### src/rtl/nvsg_pkg.sv
package nvsg_pkg;

  typedef enum logic [1:0] {
    LOCK_NONE    = 2'b00,
    LOCK_QUARTER = 2'b01,
    LOCK_HALF    = 2'b10,
    LOCK_ALL     = 2'b11
  } lock_sel_e;

  // Region lock test on the two top address bits.
  function automatic logic region_locked(input logic [1:0] sel, input logic [1:0] top2);
    case (lock_sel_e'(sel))
      LOCK_NONE:    return 1'b0;
      LOCK_QUARTER: return (top2 == 2'b11);
      LOCK_HALF:    return top2[1];
      default:      return 1'b1;
    endcase
  endfunction

  // Status rewrite permission.
  function automatic logic sr_permit(input logic en, input logic lock_bit, input logic wp_lvl);
    return en & (~lock_bit | wp_lvl);
  endfunction

endpackage

### src/rtl/nvsg_enable_latch.sv
module nvsg_enable_latch (
  input  logic clk,
  input  logic rst_n,
  input  logic set_req,
  input  logic clr_req,
  output logic en_q
);

  always_ff @(posedge clk or negedge rst_n) begin
    if (!rst_n)       en_q <= 1'b0;
    else if (clr_req) en_q <= 1'b0;
    else if (set_req) en_q <= 1'b1;
  end

  a_r2_set_takes: assert property (@(posedge clk) disable iff (!rst_n)
    (set_req && !clr_req) |=> en_q);
  a_r3_clear_wins: assert property (@(posedge clk) disable iff (!rst_n)
    clr_req |=> !en_q);
  a_r1_idle_after_reset: assert property (@(posedge clk) disable iff (!rst_n)
    ($rose(rst_n) && !$past(set_req)) |-> !en_q);

endmodule

### src/rtl/nvsg_nv_bits.sv
module nvsg_nv_bits #(
  parameter int SRW = 8,
  localparam int NVW = SRW - 2
) (
  input  logic           clk,
  input  logic           rst_n,
  input  logic           nv_init,
  input  logic           wr_en,
  input  logic [SRW-1:0] wdata,
  output logic [NVW-1:0] nv_q
);

  // No reset: contents survive rst_n, only nv_init clears them.
  always_ff @(posedge clk) begin
    if (nv_init)    nv_q <= '0;
    else if (wr_en) nv_q <= wdata[SRW-1:2];
  end

  a_r9_retained: assert property (@(posedge clk) disable iff (!rst_n)
    (!wr_en && !nv_init) |=> $stable(nv_q));
  a_r4_loaded: assert property (@(posedge clk) disable iff (!rst_n)
    (wr_en && !nv_init) |=> (nv_q == $past(wdata[SRW-1:2])));

endmodule

### src/rtl/nvsg_wp_ctl.sv
module nvsg_wp_ctl
  import nvsg_pkg::*;
(
  input  logic clk,
  input  logic rst_n,
  input  logic wrsr_start,
  input  logic wrsr_done,
  input  logic wp_pin,
  input  logic en_q,
  input  logic en_steady,
  input  logic lock_bit,
  output logic status_ok
);

  logic in_cmd;
  logic wp_held;
  logic wp_eff;

  always_ff @(posedge clk or negedge rst_n) begin
    if (!rst_n) begin
      in_cmd  <= 1'b0;
      wp_held <= 1'b1;
    end else begin
      if (wrsr_start) begin
        in_cmd  <= 1'b1;
        wp_held <= wp_pin;
      end else if (wrsr_done) begin
        in_cmd  <= 1'b0;
      end
    end
  end

  assign wp_eff    = in_cmd ? wp_held : wp_pin;
  assign status_ok = sr_permit(en_q, lock_bit, wp_eff);

  a_r5_status_needs_en: assert property (@(posedge clk) disable iff (!rst_n)
    !en_q |-> !status_ok);
  a_r8_pin_ignored_in_cmd: assert property (@(posedge clk) disable iff (!rst_n)
    (in_cmd && !wrsr_start && !wrsr_done && en_steady) |=> $stable(status_ok));

endmodule

### src/rtl/nvsg_region_lock.sv
module nvsg_region_lock
  import nvsg_pkg::*;
#(
  parameter int AW = 13
) (
  input  logic          clk,
  input  logic          rst_n,
  input  logic [1:0]    lock_sel,
  input  logic [AW-1:0] addr,
  input  logic          en_q,
  output logic          array_ok
);

  logic locked;

  assign locked   = region_locked(lock_sel, addr[AW-1:AW-2]);
  assign array_ok = en_q & ~locked;

  a_r5_array_needs_en: assert property (@(posedge clk) disable iff (!rst_n)
    !en_q |-> !array_ok);
  a_r6_all_locked: assert property (@(posedge clk) disable iff (!rst_n)
    (lock_sel == 2'b11) |-> !array_ok);
  a_r6_none_locked: assert property (@(posedge clk) disable iff (!rst_n)
    (lock_sel == 2'b00 && en_q) |-> array_ok);

endmodule

### src/rtl/nvm_status_guard.sv
module nvm_status_guard #(
  parameter int AW  = 13,
  parameter int SRW = 8
) (
  input  logic           clk,
  input  logic           rst_n,
  input  logic           nv_init,
  input  logic           cmd_wren,
  input  logic           cmd_wrdi,
  input  logic           cmd_wrsr_start,
  input  logic           cmd_wrsr_done,
  input  logic [SRW-1:0] sr_wdata,
  input  logic           cmd_write_done,
  input  logic           wp_pin,
  input  logic [AW-1:0]  tgt_addr,
  output logic [SRW-1:0] status_q,
  output logic           array_wr_ok,
  output logic           status_wr_ok
);

  localparam int NVW     = SRW - 2;
  localparam int LOCK_HI = NVW - 1;

  logic           en_q;
  logic           en_clr;
  logic           en_steady;
  logic           sr_commit;
  logic [NVW-1:0] nv_q;
  logic           lock_bit;
  logic [1:0]     lock_sel;

  assign en_clr    = cmd_wrdi | cmd_wrsr_done | cmd_write_done;
  assign en_steady = ~(cmd_wren | en_clr);
  assign sr_commit = cmd_wrsr_done & status_wr_ok;
  assign lock_bit  = nv_q[LOCK_HI];
  assign lock_sel  = nv_q[1:0];

  nvsg_enable_latch u_en (
    .clk     (clk),
    .rst_n   (rst_n),
    .set_req (cmd_wren),
    .clr_req (en_clr),
    .en_q    (en_q)
  );

  nvsg_nv_bits #(.SRW(SRW)) u_nv (
    .clk     (clk),
    .rst_n   (rst_n),
    .nv_init (nv_init),
    .wr_en   (sr_commit),
    .wdata   (sr_wdata),
    .nv_q    (nv_q)
  );

  nvsg_wp_ctl u_wp (
    .clk        (clk),
    .rst_n      (rst_n),
    .wrsr_start (cmd_wrsr_start),
    .wrsr_done  (cmd_wrsr_done),
    .wp_pin     (wp_pin),
    .en_q       (en_q),
    .en_steady  (en_steady),
    .lock_bit   (lock_bit),
    .status_ok  (status_wr_ok)
  );

  nvsg_region_lock #(.AW(AW)) u_rl (
    .clk      (clk),
    .rst_n    (rst_n),
    .lock_sel (lock_sel),
    .addr     (tgt_addr),
    .en_q     (en_q),
    .array_ok (array_wr_ok)
  );

  assign status_q = {nv_q, en_q, 1'b0};

  a_r3_done_clears: assert property (@(posedge clk) disable iff (!rst_n)
    (cmd_wrsr_done || cmd_write_done) |=> !status_q[1]);
  a_r7_blocked_keeps: assert property (@(posedge clk) disable iff (!rst_n)
    (cmd_wrsr_done && !status_wr_ok && !nv_init) |=> $stable(status_q[SRW-1:2]));

endmodule

### config.mk
export PLATFORM = sky130hd
export DESIGN_NAME = nvm_status_guard
export DESIGN_NICKNAME = d
export VERILOG_FILES = /design/src/rtl/nvsg_pkg.sv /design/src/rtl/nvsg_enable_latch.sv /design/src/rtl/nvsg_nv_bits.sv /design/src/rtl/nvsg_wp_ctl.sv /design/src/rtl/nvsg_region_lock.sv /design/src/rtl/nvm_status_guard.sv
export SDC_FILE = /design/constraint.sdc
export NUM_CORES = 1
export LEC_CHECK = 0
export BUFFER_PORTS_ARGS = -buffer_cell sky130_fd_sc_hd__buf_2
export CAP_MARGIN = 20
export CELL_PAD_IN_SITES_DETAIL_PLACEMENT = 2
export CELL_PAD_IN_SITES_GLOBAL_PLACEMENT = 2
export CORE_ASPECT_RATIO = 0.8
export CORE_MARGIN = 2
export CORE_UTILIZATION = 17
export DETAILED_ROUTE_END_ITERATION = 10
export PLACE_DENSITY = 0.69
export SYNTH_ARGS = -nofsm -noshare
export SYNTH_HDL_FRONTEND = slang
export SYNTH_SLANG_ARGS = --single-unit
### constraint.sdc
create_clock -name clk -period 1.3 [get_ports clk]
set_clock_uncertainty 0.05 [all_clocks]
set_input_delay 0.13 -clock clk [delete_from_list [all_inputs] [get_ports clk]]
set_output_delay 0.13 -clock clk [all_outputs]
set_load 0.05 [all_outputs]
==> metrics <==
GRT overflow 0; RSZ-0062 raised after global routing yes; P_sw 234 uW; clock power share 41.5%; Worst path slowest cell dfstp_2; Crit. End Element primary output; Seq/Total Area, Yosys 38.8%; Mean Syn Cell Area 8.74 um^2; fin. max-slew vios 0; HPWL Detailed 1340 um; post-layout min period 1.49 ns; CTS tree built; Clock Path Buffers 2; clock-pin slew on the worst setup and hold paths 0.05 ns; largest net degree at the start of global routing 13; CP Data Arrival Time 1.31 ns; Critical Path Start Type flip-flop; failing checks setup timing; Post-DRT Antenna Nets 0; flop and latch count out of synthesis 9; # Max-Cap Violations 0; total power 814 uW; Worst path most repeated cell buf_6; clk_lat worst skew 0.24 ns; GPL Wtd Cong 0.653; sum of buffers and inverters on the critical path 2; Inst Count DP 119; ANT cells 0; fillcell total 334; # DRC 0; critical path's top delay family flip-flops; Final Hold Viols 0; number of synthesized flops with an enable pin 0; DIE WIDTH 65.0 um; synthesized net count 88; path category of the worst min-delay check input pin to flip-flop; Sw Share 28.7%; final design utilization 31.4%; Cells after Synth 58; TritonCTS Buffers 3; Cell Count, Final, Fillers Out 129; area leader, netlist dfxtp_1; Fin Hold WS 0.0444 ns; layout cells sized above 1 61.5%; vias per cell 4.35; number of global-route vias before repair 647; Leak 0.000392 uW; status complete, but fails checks; DRT Pass-1 Iters 3; 1st-iter DRT viols 24; Async SR Flop Fraction 33.3%; die area 0.00344 mm^2; GRT Util Overall 12.6%; post-synth cell types 22; Post-Place Worst Slack -0.165 ns; FMAX 672 MHz; CP max stage delay 0.56 ns; top post-synthesis cells by area dfxtp_1 24%, a311o_2 11%, dfrtp_1 9.9%; core area 0.00281 mm^2; Synth top area share 23.7%; CP Max Fanout 3; crit path kind flip-flop to primary output; routed wire length per instance 14.5 um; Layout area overhead 73.8%; row count 17; Final WS setup -0.188 ns; Mapped Area 507 um^2; antenna violations before repair 0; root buffer selected by CTS clkbuf_8; power density over the cells 924 mW/mm^2; register area 201 um^2; worst-path cell chain mux2i_4, buf_6, a21boi_2, buf_6; Top FF cell, synth dfxtp_1; combinational power share 21.8%; Post-Route WL 1870 um; Synth warnings 0; # setup viols final 6; Chip Height 52.8 um; global-route wire length before repair 3080 um; VDD IR max 0.209 mV; Final nets 122; sequential power share 36.7%; IO Port Bufs 25; Worst Path Required 1.12 ns; Internal Power 580 uW; Vias 561; final clock period utilization by the worst path 114%; IO Pins 40; multi-input logic area 324 um^2; H-tree depth 1; Initial Utilization 18.0%; CTS sink cnt 9
## power groups by stage
stage	Clock, uW	Sequential [uW]	Combinational, uW
2_1_floorplan	0	311	67.5
3_3_place_gp	0	304	125
3_5_place_dp	0	306	130
4_1_cts	346	298	173
5_1_grt	364	300	190
6_report	338	299	177
## what timing repair did
action / CTS / global route
setup buffers: 3 / 0
gates cloned: 0 / 0
endpoints found under the hold margin: 4 / 0
resized for setup: 17 / 7
endpoints found under the setup margin: 8 / 7
hold buffers: 3 / 0
pin swaps: 3 / 2
## cell type report
class | instances | share of cell area [%]
clock buffers | 3 | 4.69
clock inverters | 1 | 0.568
inverters | 7 | 2.98
multi-input cells | 36 | 36.8
flip-flops and latches | 9 | 22.9
well taps | 38 | 5.40
repair buffers | 35 | 26.7
## per-stage QoR
| step | setup TNS, ns | instance area, um^2 |
|---|---|---|
| 6_report | -0.926 | 881 |
| 5_1_grt | -1.21 | 881 |
| 4_1_cts | -0.968 | 850 |
| 3_5_place_dp | -0.807 | 698 |
| 3_3_place_gp | -0.449 | 698 |
| 2_1_floorplan | -0.212 | 531 |
## placed cells by master (no fill, tap or decap), drive strengths merged, types with 2 or more instances in the layout
master / instances
dfxtp: 6
dlygate4sd3: 3
nand2: 8
clkbuf: 3
a21o: 2
inv: 7
dfrtp: 2
a2111oi: 5
nor3: 5
buf: 32
a311o: 5
a21oi: 2
mux2: 2
## routing by layer
metal,global-route usage [%],share of wire [%]
met5,0,0
met4,7.29,1.7
met3,2.80,6.3
met2,23.5,49
met1,13.0,43
## cell usage after synthesis, types with 2 or more instances
library cell / count
dfrtp_1: 2
a2111oi_0: 5
clkbuf_1: 2
dfxtp_1: 6
nand2_1: 8
buf_4: 3
a311o_2: 5
a21oi_1: 2
inv_1: 7
mux2_2: 2
nor3_1: 5
## kinds of logic after synthesis
| family | after synthesis | share of synthesized area, % |
|---|---|---|
| DFF | 9 | 38.8 |
| muxes | 3 | 7.16 |
| AOI/OAI and AO/OA | 16 | 27.4 |
| buffers and inverters | 13 | 12.1 |
| and+or+nand+nor | 16 | 13.8 |
| other | 1 | 0.740 |
## registers in the layout, summed over array words and instances, names as in the netlist
register	count
u_en.en_q	1
u_nv.nv_q	6
u_wp.in_cmd	1
u_wp.wp_held	1
## final timing paths
kind | startpoint | endpoint | slack (ns) | cells past startpoint
min | cmd_wrsr_start | u_wp.in_cmd | 0.04 | 2
max reg2reg | u_wp.wp_held | u_nv.nv_q[0] | -0.19 | 4
min in group asynchronous | rst_n | u_wp.in_cmd | 0.21 | 2
max in group asynchronous | rst_n | u_wp.wp_held | 0.80 | 2
max | u_wp.wp_held | status_wr_ok | -0.19 | 4
min reg2reg | u_nv.nv_q[2] | u_nv.nv_q[2] | 0.48 | 1
(Power assumes the default switching activity.)
